[config.mk]
export PLATFORM = sky130hd
export DESIGN_NAME = combo_lock_fsm
export DESIGN_NICKNAME = d
export VERILOG_FILES = /design/src/rtl/combo_lock_fsm.sv
export SDC_FILE = /design/constraint.sdc
export NUM_CORES = 1
export LEC_CHECK = 0
export CAP_MARGIN = 40
export CORE_AREA = 5 5 42 44
export CTS_CLUSTER_DIAMETER = 150
export DETAILED_ROUTE_END_ITERATION = 12
export DIE_AREA = 0 0 47 49
export HOLD_SLACK_MARGIN = 0.05
export PLACE_DENSITY_LB_ADDON = 0.12
export SLEW_MARGIN = 20
export SYNTH_ARGS = -nofsm -noshare
export SYNTH_HDL_FRONTEND = slang
export SYNTH_SLANG_ARGS = --single-unit
[constraint.sdc]
create_clock -name clk -period 1 [get_ports clk]
set_clock_uncertainty 0.1 [all_clocks]
set_input_delay 0.2 -clock clk [delete_from_list [all_inputs] [get_ports clk]]
set_output_delay 0.2 -clock clk [all_outputs]
set_load 0.02 [all_outputs]
[src/rtl/combo_lock_fsm.sv]
module combo_lock_fsm #(
  parameter int NUM_W    = 6,
  parameter bit STEP1_DIR = 1'b0,
  parameter int STEP1_NUM = 13,
  parameter bit STEP2_DIR = 1'b1,
  parameter int STEP2_NUM = 22,
  parameter bit STEP3_DIR = 1'b0,
  parameter int STEP3_NUM = 3
) (
  input  logic             clk,
  input  logic             rst,
  input  logic             op_valid,
  input  logic             op_dir,
  input  logic [NUM_W-1:0] op_num,
  input  logic             relock,
  output logic [1:0]       stage,
  output logic             unlocked
);

  localparam logic [1:0] ST_IDLE = 2'd0;
  localparam logic [1:0] ST_ONE  = 2'd1;
  localparam logic [1:0] ST_TWO  = 2'd2;
  localparam logic [1:0] ST_OPEN = 2'd3;

  logic [1:0] state_q, state_d;
  logic       hit1, hit2, hit3;

  assign hit1 = (op_dir == STEP1_DIR) && (op_num == NUM_W'(STEP1_NUM));
  assign hit2 = (op_dir == STEP2_DIR) && (op_num == NUM_W'(STEP2_NUM));
  assign hit3 = (op_dir == STEP3_DIR) && (op_num == NUM_W'(STEP3_NUM));

  always_comb begin
    state_d = state_q;
    if (relock) begin
      state_d = ST_IDLE;
    end else if (op_valid) begin
      case (state_q)
        ST_IDLE: state_d = hit1 ? ST_ONE : ST_IDLE;
        ST_ONE:  state_d = hit2 ? ST_TWO  : (hit1 ? ST_ONE : ST_IDLE);
        ST_TWO:  state_d = hit3 ? ST_OPEN : (hit1 ? ST_ONE : ST_IDLE);
        default: state_d = ST_OPEN;
      endcase
    end
  end

  always_ff @(posedge clk) begin
    if (rst) begin
      state_q  <= ST_IDLE;
      unlocked <= 1'b0;
    end else begin
      state_q  <= state_d;
      unlocked <= (state_d == ST_OPEN);
    end
  end

  assign stage = state_q;

  AST_QUIET_HOLD: assert property (@(posedge clk) disable iff (rst)
    (!op_valid && !relock) |=> ($stable(stage) && $stable(unlocked)));

  AST_OPEN_STAYS: assert property (@(posedge clk) disable iff (rst)
    (stage == ST_OPEN && !relock) |=> (stage == ST_OPEN && unlocked));

  AST_RELOCK_CLEARS: assert property (@(posedge clk) disable iff (rst)
    relock |=> (stage == ST_IDLE && !unlocked));

  AST_OPEN_FROM_TWO: assert property (@(posedge clk) disable iff (rst)
    $rose(unlocked) |-> ($past(stage) == ST_TWO && $past(op_valid)));

  AST_NO_SKIP: assert property (@(posedge clk) disable iff (rst)
    (stage != ST_OPEN) |=> (stage <= $past(stage) + 2'd1));

endmodule

### Word-level counts from Yosys, hierarchy flattened

Cells that the tools add are included.

| operators by class | value |
|---|---|
| eq/ne operators | 6 |
| reductions and logical operators | 4 |
| muxes and demuxes | 6 |
| bitwise gates (word level) | 1 |

Operator list:

| kind | count |
|---|---|
| 2-bit 2-to-1 mux | 4 |
| 6-bit by 2-bit equality test with 1-bit output (second input constant) | 1 |
| 6-bit by 4-bit equality test with 1-bit output (second input constant) | 1 |
| 6-bit by 5-bit equality test with 1-bit output (second input constant) | 1 |
| 2-bit case mux with 3 select lines | 1 |
| 2-bit equality test (second input constant) | 2 |
| 1-bit logical AND | 3 |
| 2-bit by 1-bit equality test with 1-bit output (second input constant) | 1 |
| 2-bit logical NOT | 1 |
| 1-bit 2-to-1 mux | 1 |
| 1-bit inverter | 1 |

| word-level totals | value |
|---|---|
| word-level logic and storage cells | 19 |
| output and inout bits | 3 |
| register bits | 3 |

### Depth between registers and ports, before layout

Gate-level depths: netlist of run 1.

| logic depth | value |
|---|---|
| depth after elaboration | 8 |
| mapped depth | 4 |
| gate-level depth less buffers | 4 |

### Least setup slack after synthesis of run 1

Ideal clock, no wire load.

| path | value |
|---|---|
| path kind | flip-flop to flip-flop |
| start | reg state_q[0] (netlist: stage[0]) |
| end | reg unlocked |
| required time | 0.785 ns |
| path slack | -0.120 ns |
| arrival time | 0.905 ns |
| stages on the path, launching flop included | 5 |
| path buffers | 0 |
| setup time | 0.115 ns |
| cells stage by stage | dfxtp_1 > nor2_1 > a31oi_1 > o21ai_0 > and2_1 |

| between the ends | value |
|---|---|
| longest elaborated chain between the ends | 5 |

Ends and longest elaborated chain:

| what | RTL line | source |
|---|---|---|
| start: declaration | 25 | `logic [1:0] state_q, state_d;` |
| start signal: assignment | 51 | `state_q <= state_d;` |
| 2-bit equality test (tied with other cells) | 37 | `case (state_q)` |
| 2-bit case mux with 3 select lines | 37 |  |
| 2-bit 2-to-1 mux (*) | 36 | `end else if (op_valid) begin` |
| 2-bit 2-to-1 mux (*) | 34 | `if (relock) begin` |
| 2-bit equality test (*) | 52 | `unlocked <= (state_d == ST_OPEN);` |
| end signal: assignment | 52 |  |
| end: declaration | 17 | `output logic unlocked` |

Mark *: on every way between the ends. The rest lies on a longest branch, timed or not.
A chain may end at the register's enable or synchronous reset.

### Final worst setup path of run 1

| path | value |
|---|---|
| start | reg state_q[0] (netlist: stage[0]) |
| end | reg state_q[0] (netlist: stage[0]) |

| between the ends | value |
|---|---|
| longest elaborated chain between the ends | 4 |

Ends and longest elaborated chain:

| what | RTL line |
|---|---|
| 2-bit equality test (tied with other cells) | 37 |
| 2-bit case mux with 3 select lines | 37 |
| 2-bit 2-to-1 mux (*) | 36 |
| 2-bit 2-to-1 mux (*) | 34 |

Marked as above.

==> metrics.cfg, run 1 <==
[place]
place_congestion=0.6397
place_worst_setup_slack_ps=-551.4
dp_hpwl_um=484.8
portBuffers=13
place_inst=53

[sta]
finalWorstPathRequiredPeriod_ps=1115
timing_worst_slew_pin_value_ps=213.2
final_critical_path_setup_slack_ps=-114.6
setup_total_negative_slack_ps=-251.9
timing.final.setup_violations=4
timing.final.hold_violations=0
post_route_fraction_of_the_period_consumed_by_the_critical_path=1.115
grt_setup_unrepaired=yes
slew_viol_final=0
timing_limited_maximum_frequency_mhz=897.2
slew_headroom=0.8572

[logic_synthesis]
yosys_register_bits=3
post_synthesis_cell_type_with_the_largest_combined_area=sky130_fd_sc_hd__dfxtp_1
synthArstFlopShare=0
syn_area_per_cell_um2=9.100
synthesized_area_um2=200.2
synth_enable_flop_cells=0
mappedNetlistNets=33
syn-instance-count=22
ys_seq_area_frac=0.3000
synthMostInstantiatedCell=sky130_fd_sc_hd__dfxtp_1
synthesis.yosys.warnings=0
synth_top_flop_cell=sky130_fd_sc_hd__dfxtp_1
synthDistinctLibCells=15
post_synth_main_area_contributors=sky130_fd_sc_hd__dfxtp_1 30%, sky130_fd_sc_hd__nor4b_4 12%, sky130_fd_sc_hd__o211ai_1 7.5%
synth_largest_type_area_fraction=0.3000

[floorplanning]
die_w_um=47
floorplan.rows=14
die_y_um=49
die_area_um2=2303
floorplan.initialDensity=0.1429
core_um2=1401
top_level_ports=14

[global_routing]
gr-total-overflow=0
grt_pass1_wl_mm=1.007
grt_start_max_net_pins=7
grt_pass1_vias=259
initial_antenna_violation_count=0
groute.usage.overall=0.06606

[clocking]
cts_buffer_depth=2
path_clk_slew_ps=40
holdBufCountCts=0
numCtsBuffers=3
insertion_delay_ps=230
ctsHtreeMaxLevel=1
clock-root-buffer=sky130_fd_sc_hd__clkbuf_4
tritoncts_clock_tree=built
postCtsSetupBuffers=0
numClockSinks=3

[route]
met2WireLength_um=310
wl_met1_um=232
drt_first_pass_iters=2
drt-initial-drc-count=6
vias_per_cell=4.211
detailroute.wirelength.met3_um=44
num_vias=240
avgRoutedWirePerCell_um=10.30
antenna_nets_post_route=0
drc=0
route.final.wire_length_um=587
top_layer_used=met3

[power_and_ir_drop]
finalPower_uw=396.3
power_per_cell_area_nw_per_um2=965.7
leakage_nw=0.1715
peakVddDrop_mv=0.2440

[layout]
final-seq-area_um2=65.06
final.fill_count=166
post_layout_util=0.2929
area_used_by_multi_input_combinational_logic_um2=156.4
stdcell_count=57
diodes=0
final_net_count=53
areaGrowthSynthToFinish_pct=105.0
drive_above_1_share=0.3902

[setup_path]
worstSetupPathType=flop to flop
cp_startpoint=stage[0]$_SDFF_PP0_
r2r-start=stage[0]$_SDFF_PP0_
setup.worst_path.start_class=flop
required_ps=1070
worst-endpoint-arrival_ps=1190
worst-path-max-fanout=3
setup.worst_path.end_class=flop

[run_status]
violations=negative setup slack
outcome=complete, but fails checks

[min_path]
hp-class=primary input to flop
holdCritStartpoint=op_num[5]

[job]
drv.max_cap_violation_count=0

stage by stage:
stage	hold WS [ps]	instance area (um^2)
floorplan	314.8	212.7
global placement	534.3	377.9
detailed placement	552.2	377.9
CTS	359.6	395.4
global route	386.5	410.4
finish	362.4	410.4
kinds of logic (layout without fill, tap and decap cells):
kind of cell / count (synthesis) / in the layout / synth area share
AO/OA/AOI/OAI: 7 / 7 / 0.2500
AND/OR/NAND/NOR: 11 / 11 / 0.4312
flip-flops: 3 / 3 / 0.3000
buffers and inverters: 1 / 20 / 0.01873
critical path, stage by stage (launching register included):
cell and delay (ps):
sky130_fd_sc_hd__dfxtp_4 330, sky130_fd_sc_hd__buf_6 110, sky130_fd_sc_hd__nor2_2 110, sky130_fd_sc_hd__a31oi_1 90, sky130_fd_sc_hd__o21ai_1 170, sky130_fd_sc_hd__and2_1 140
registers in the layout, indices dropped and copies added, names as in the netlist:
register / flops
stage: 2
unlocked: 1
cells in the final DEF, fill, tap and decap left out, drive strengths merged:
cell type	Yosys	routed
a31oi	2	2
nand2b	1	1
nand2	1	1
o21ai	2	2
dfxtp	3	3
clkdlybuf4s50	0	2
inv	1	1
nor2b	1	1
and2	2	2
clkdlybuf4s15	0	2
nor2	2	2
and3b	1	1
dlygate4sd2	0	6
buf	0	5
o211ai	2	2
nand3	1	1
o22ai	1	1
and4bb	1	1
clkbuf	0	4
nor4b	1	1
cell type report:
| class | instances | share of cell area |
|---|---|---|
| multi-input combinational | 18 | 0.3811 |
| clock buffer | 4 | 0.06402 |
| inverter | 1 | 0.009146 |
| sequential | 3 | 0.1585 |
| tap | 16 | 0.04878 |
| timing repair buffer | 15 | 0.3384 |
worst paths after layout:
path,end,slack (ps),depth (start not counted)
hold / removal,stage[1]$_SDFF_PP0_,360,4
setup reg to reg,stage[0]$_SDFF_PP0_,-110,5
setup / recovery,stage[0]$_SDFF_PP0_,-110,5
hold reg to reg,stage[1]$_SDFF_PP0_,560,3
power breakdown:
part	internal (mW)	leakage [nW]	switching (mW)
Clock	0.150	0.0150	0.0660
Combinational	0.0382	0.131	0.0246
Sequential	0.118	0.0255	0.0000538
Total	0.306	0.172	0.0907
layer usage:
metal	track usage	vias up
met3	0.04428	0
met1	0.05895	111
met5	0	-
met2	0.09050	8
li1	-	121
met4	0.06912	0
repair_timing:
| item | 4_1_cts | 5_1_grt |
|---|---|---|
| pin swaps | 6 | 7 |
| setup endpoints to repair | 6 | 6 |
| resized for setup | 25 | 6 |
Note: power is estimated with default switching activity, not from simulation.
==> run 2: changes to the inputs <==
--- a/config.mk
+++ b/config.mk
@@ -12,7 +12,6 @@
 export DIE_AREA = 0 0 47 49
 export HOLD_SLACK_MARGIN = 0.05
 export PLACE_DENSITY_LB_ADDON = 0.12
-export SLEW_MARGIN = 20
 export SYNTH_ARGS = -nofsm -noshare
 export SYNTH_HDL_FRONTEND = slang
 export SYNTH_SLANG_ARGS = --single-unit
==> results of run 2 <==
The final DEF is identical to that of run 1; final timing and power are the same.
==> run 3: changes to the inputs <==
--- a/config.mk
+++ b/config.mk
@@ -10,6 +10,7 @@
 export CTS_CLUSTER_DIAMETER = 150
 export DETAILED_ROUTE_END_ITERATION = 12
 export DIE_AREA = 0 0 47 49
+export DONT_BUFFER_PORTS = 1
 export HOLD_SLACK_MARGIN = 0.05
 export PLACE_DENSITY_LB_ADDON = 0.12
 export SYNTH_ARGS = -nofsm -noshare
==> run 3 against run 2 <==
The run still ends with negative setup slack left. Power is 13% lower. Non-clock buffer count is 13 lower. Flip-flop and latch count stayed put. Critical path type unchanged. Fmax is 8.8% higher. Largest power group unchanged. Register-to-register slack better by 90 ps. Global-route usage is 0.98 points lower. Combinational power is 68% lower. Critical endpoint is now unlocked$_SDFF_PP0_. Sequential power hardly changed. Utilization is 8.8 points lower.
==> metrics.cfg, run 3 (same netlist as run 1, synthesis figures left out) <==
[clocking]
ctsHtreeMaxLevel=1  ; unchanged
tritoncts_clock_tree=built
insertion_delay_ps=230  ; about the same
clock-root-buffer=sky130_fd_sc_hd__clkbuf_4
path_clk_slew_ps=40  ; about the same
numCtsBuffers=3  ; unchanged
postCtsSetupBuffers=0  ; unchanged
numClockSinks=3  ; unchanged
cts_buffer_depth=2  ; unchanged

[sta]
timing.final.hold_violations=0  ; unchanged
timing_worst_slew_pin_value_ps=208.1  ; -5.132 ps
timing.hold.ws_ps=78.76  ; -283.6 ps
grt_setup_unrepaired=yes
timing.final.setup_violations=3  ; -1
slew_viol_final=0  ; unchanged
final_critical_path_setup_slack_ps=-24.37  ; +90.26 ps
timing_limited_maximum_frequency_mhz=976.2  ; +8.8%
finalWorstPathRequiredPeriod_ps=1024  ; -90.26 ps
slew_headroom=0.8607  ; +0.003435
setup_total_negative_slack_ps=-55.01  ; +196.9 ps
post_route_fraction_of_the_period_consumed_by_the_critical_path=1.024  ; -0.09026

[route]
drt_first_pass_iters=2  ; unchanged
vias_per_cell=4.318  ; +2.6%
drc=0  ; unchanged
route.final.wire_length_um=532  ; -9.4%
antenna_nets_post_route=0  ; unchanged
num_vias=190  ; -21%
avgRoutedWirePerCell_um=12.09  ; +17%
drt-initial-drc-count=1  ; -5

[global_routing]
grt_pass1_vias=212  ; -18%
use_met2=0.06787  ; -0.02262
grt_use_met1=0.06332  ; +0.004367
grt_pass1_wl_um=848  ; -16%
gr-total-overflow=0  ; unchanged
grt-busiest-layer=met4
grt_start_max_net_pins=8  ; +1
initial_antenna_violation_count=0  ; unchanged
grt_util_met3=0.01107  ; -0.03321
groute.usage.overall=0.05622  ; -0.009838

[layout]
drive_above_1_share=0.3929  ; +0.002613
final.fill_count=171  ; +3.0%
final-seq-area_um2=67.56  ; +3.8%
areaGrowthSynthToFinish_pct=43.13
biggestRegsByFlops=stage x2, unlocked x1
largest_register_ffs=2  ; unchanged
diodes=0  ; unchanged
area_used_by_multi_input_combinational_logic_um2=146.4  ; -6.4%
layout_commonest_cell=sky130_fd_sc_hd__clkbuf_4
largest-register=stage
fin_area_um2=286.5  ; -30%
final_net_count=40  ; -25%

[floorplanning]
top_level_ports=14  ; unchanged
floorplan.rows=14  ; unchanged
core_um2=1401  ; unchanged
die_area_um2=2303  ; unchanged
die_y_um=49  ; unchanged
die_w_um=47  ; unchanged
floorplan.initialDensity=0.1429  ; unchanged

[setup_path]
timing.critical_path.buf_inv=0  ; -1
worst-endpoint-arrival_ps=1050  ; -140 ps
crit_path_cell_trace=nand2b_4 -> o211ai_1 -> o22ai_2 -> and2_1
cpMaxStageDelayCell=sky130_fd_sc_hd__dfxtp_4
worst-path-max-fanout=4  ; +1
required_ps=1020  ; -50 ps
setup.worst_path.start_class=flop
crit_path_max_incr_delay_ps=350  ; +20 ps
worstSetupPathType=flop to flop
worst_path_dominant_cell_family=flip-flops
setup.worst_path.end_class=flop

[place]
portBuffers=0  ; -13
dp_hpwl_um=437.4  ; -9.8%
place_congestion=0.5847  ; -8.6%
place_area_um2=247.7  ; -34%

[run_status]
outcome=complete, but fails checks
violations=negative setup slack

[power_and_ir_drop]
power_per_cell_area_nw_per_um2=1209  ; +25%
peakVddDrop_mv=0.1831  ; -25%
leakage_nw=0.1011  ; -41%

[job]
drv.max_cap_violation_count=0  ; unchanged

[min_path]
hp-class=primary input to flop

## run 3: routing by layer
layer,vias up,part of all wire
met5,-,0
met4,0,0
met3,0,0.096
met2,8,0.51
met1,88,0.39
li1,94,-
## run 3: area by class of cell
cell class,count,share of cell area
inverters,1,0.01310
well taps,16,0.06987
repair buffers,2,0.07860
multi-input cells,18,0.5109
clock buffers,4,0.09170
flip-flops and latches,3,0.2358
## run 3: timing repair
item	in CTS	in global routing
pin swaps	4	1
resized for setup	4	0
gates cloned	0	0
hold buffers	0	0
setup endpoints to repair	4	4
## run 3: worst register-to-register path, cell delays in order, from the launching register on
cell and delay (ps):
sky130_fd_sc_hd__dfxtp_4 350, sky130_fd_sc_hd__nand2b_4 130, sky130_fd_sc_hd__o211ai_1 90, sky130_fd_sc_hd__o22ai_2 100
sky130_fd_sc_hd__and2_1 140
## run 3: per-stage QoR
step,setup WS (ps),total power [mW],utilization,cells
after floorplan,-18.75,0.1376,-,22
after global placement,-64.70,0.1399,0.1768,40
after detailed placement,-56.01,0.1400,0.1768,40
after CTS,-39.02,0.3642,0.2045,44
after global routing,-88.44,0.3688,0.2045,44
final,-24.37,0.3464,0.2045,44
## run 3: path summary, 6_finish.rpt
kind | startpoint | end | slack [ps] | cells past startpoint
min reg2reg | stage[1]$_SDFF_PP0_ | stage[1]$_SDFF_PP0_ | 450 | 2
max | stage[0]$_SDFF_PP0_ | unlocked$_SDFF_PP0_ | -20 | 4
max reg2reg | stage[0]$_SDFF_PP0_ | unlocked$_SDFF_PP0_ | -20 | 4
min | op_num[2] | stage[1]$_SDFF_PP0_ | 80 | 3
## run 3: report_power, final
part	total [mW]	internal, mW	switching [mW]
Combinational	0.0203	0.0128	0.00749
Sequential	0.115	0.115	0.000122
Clock	0.211	0.149	0.0614
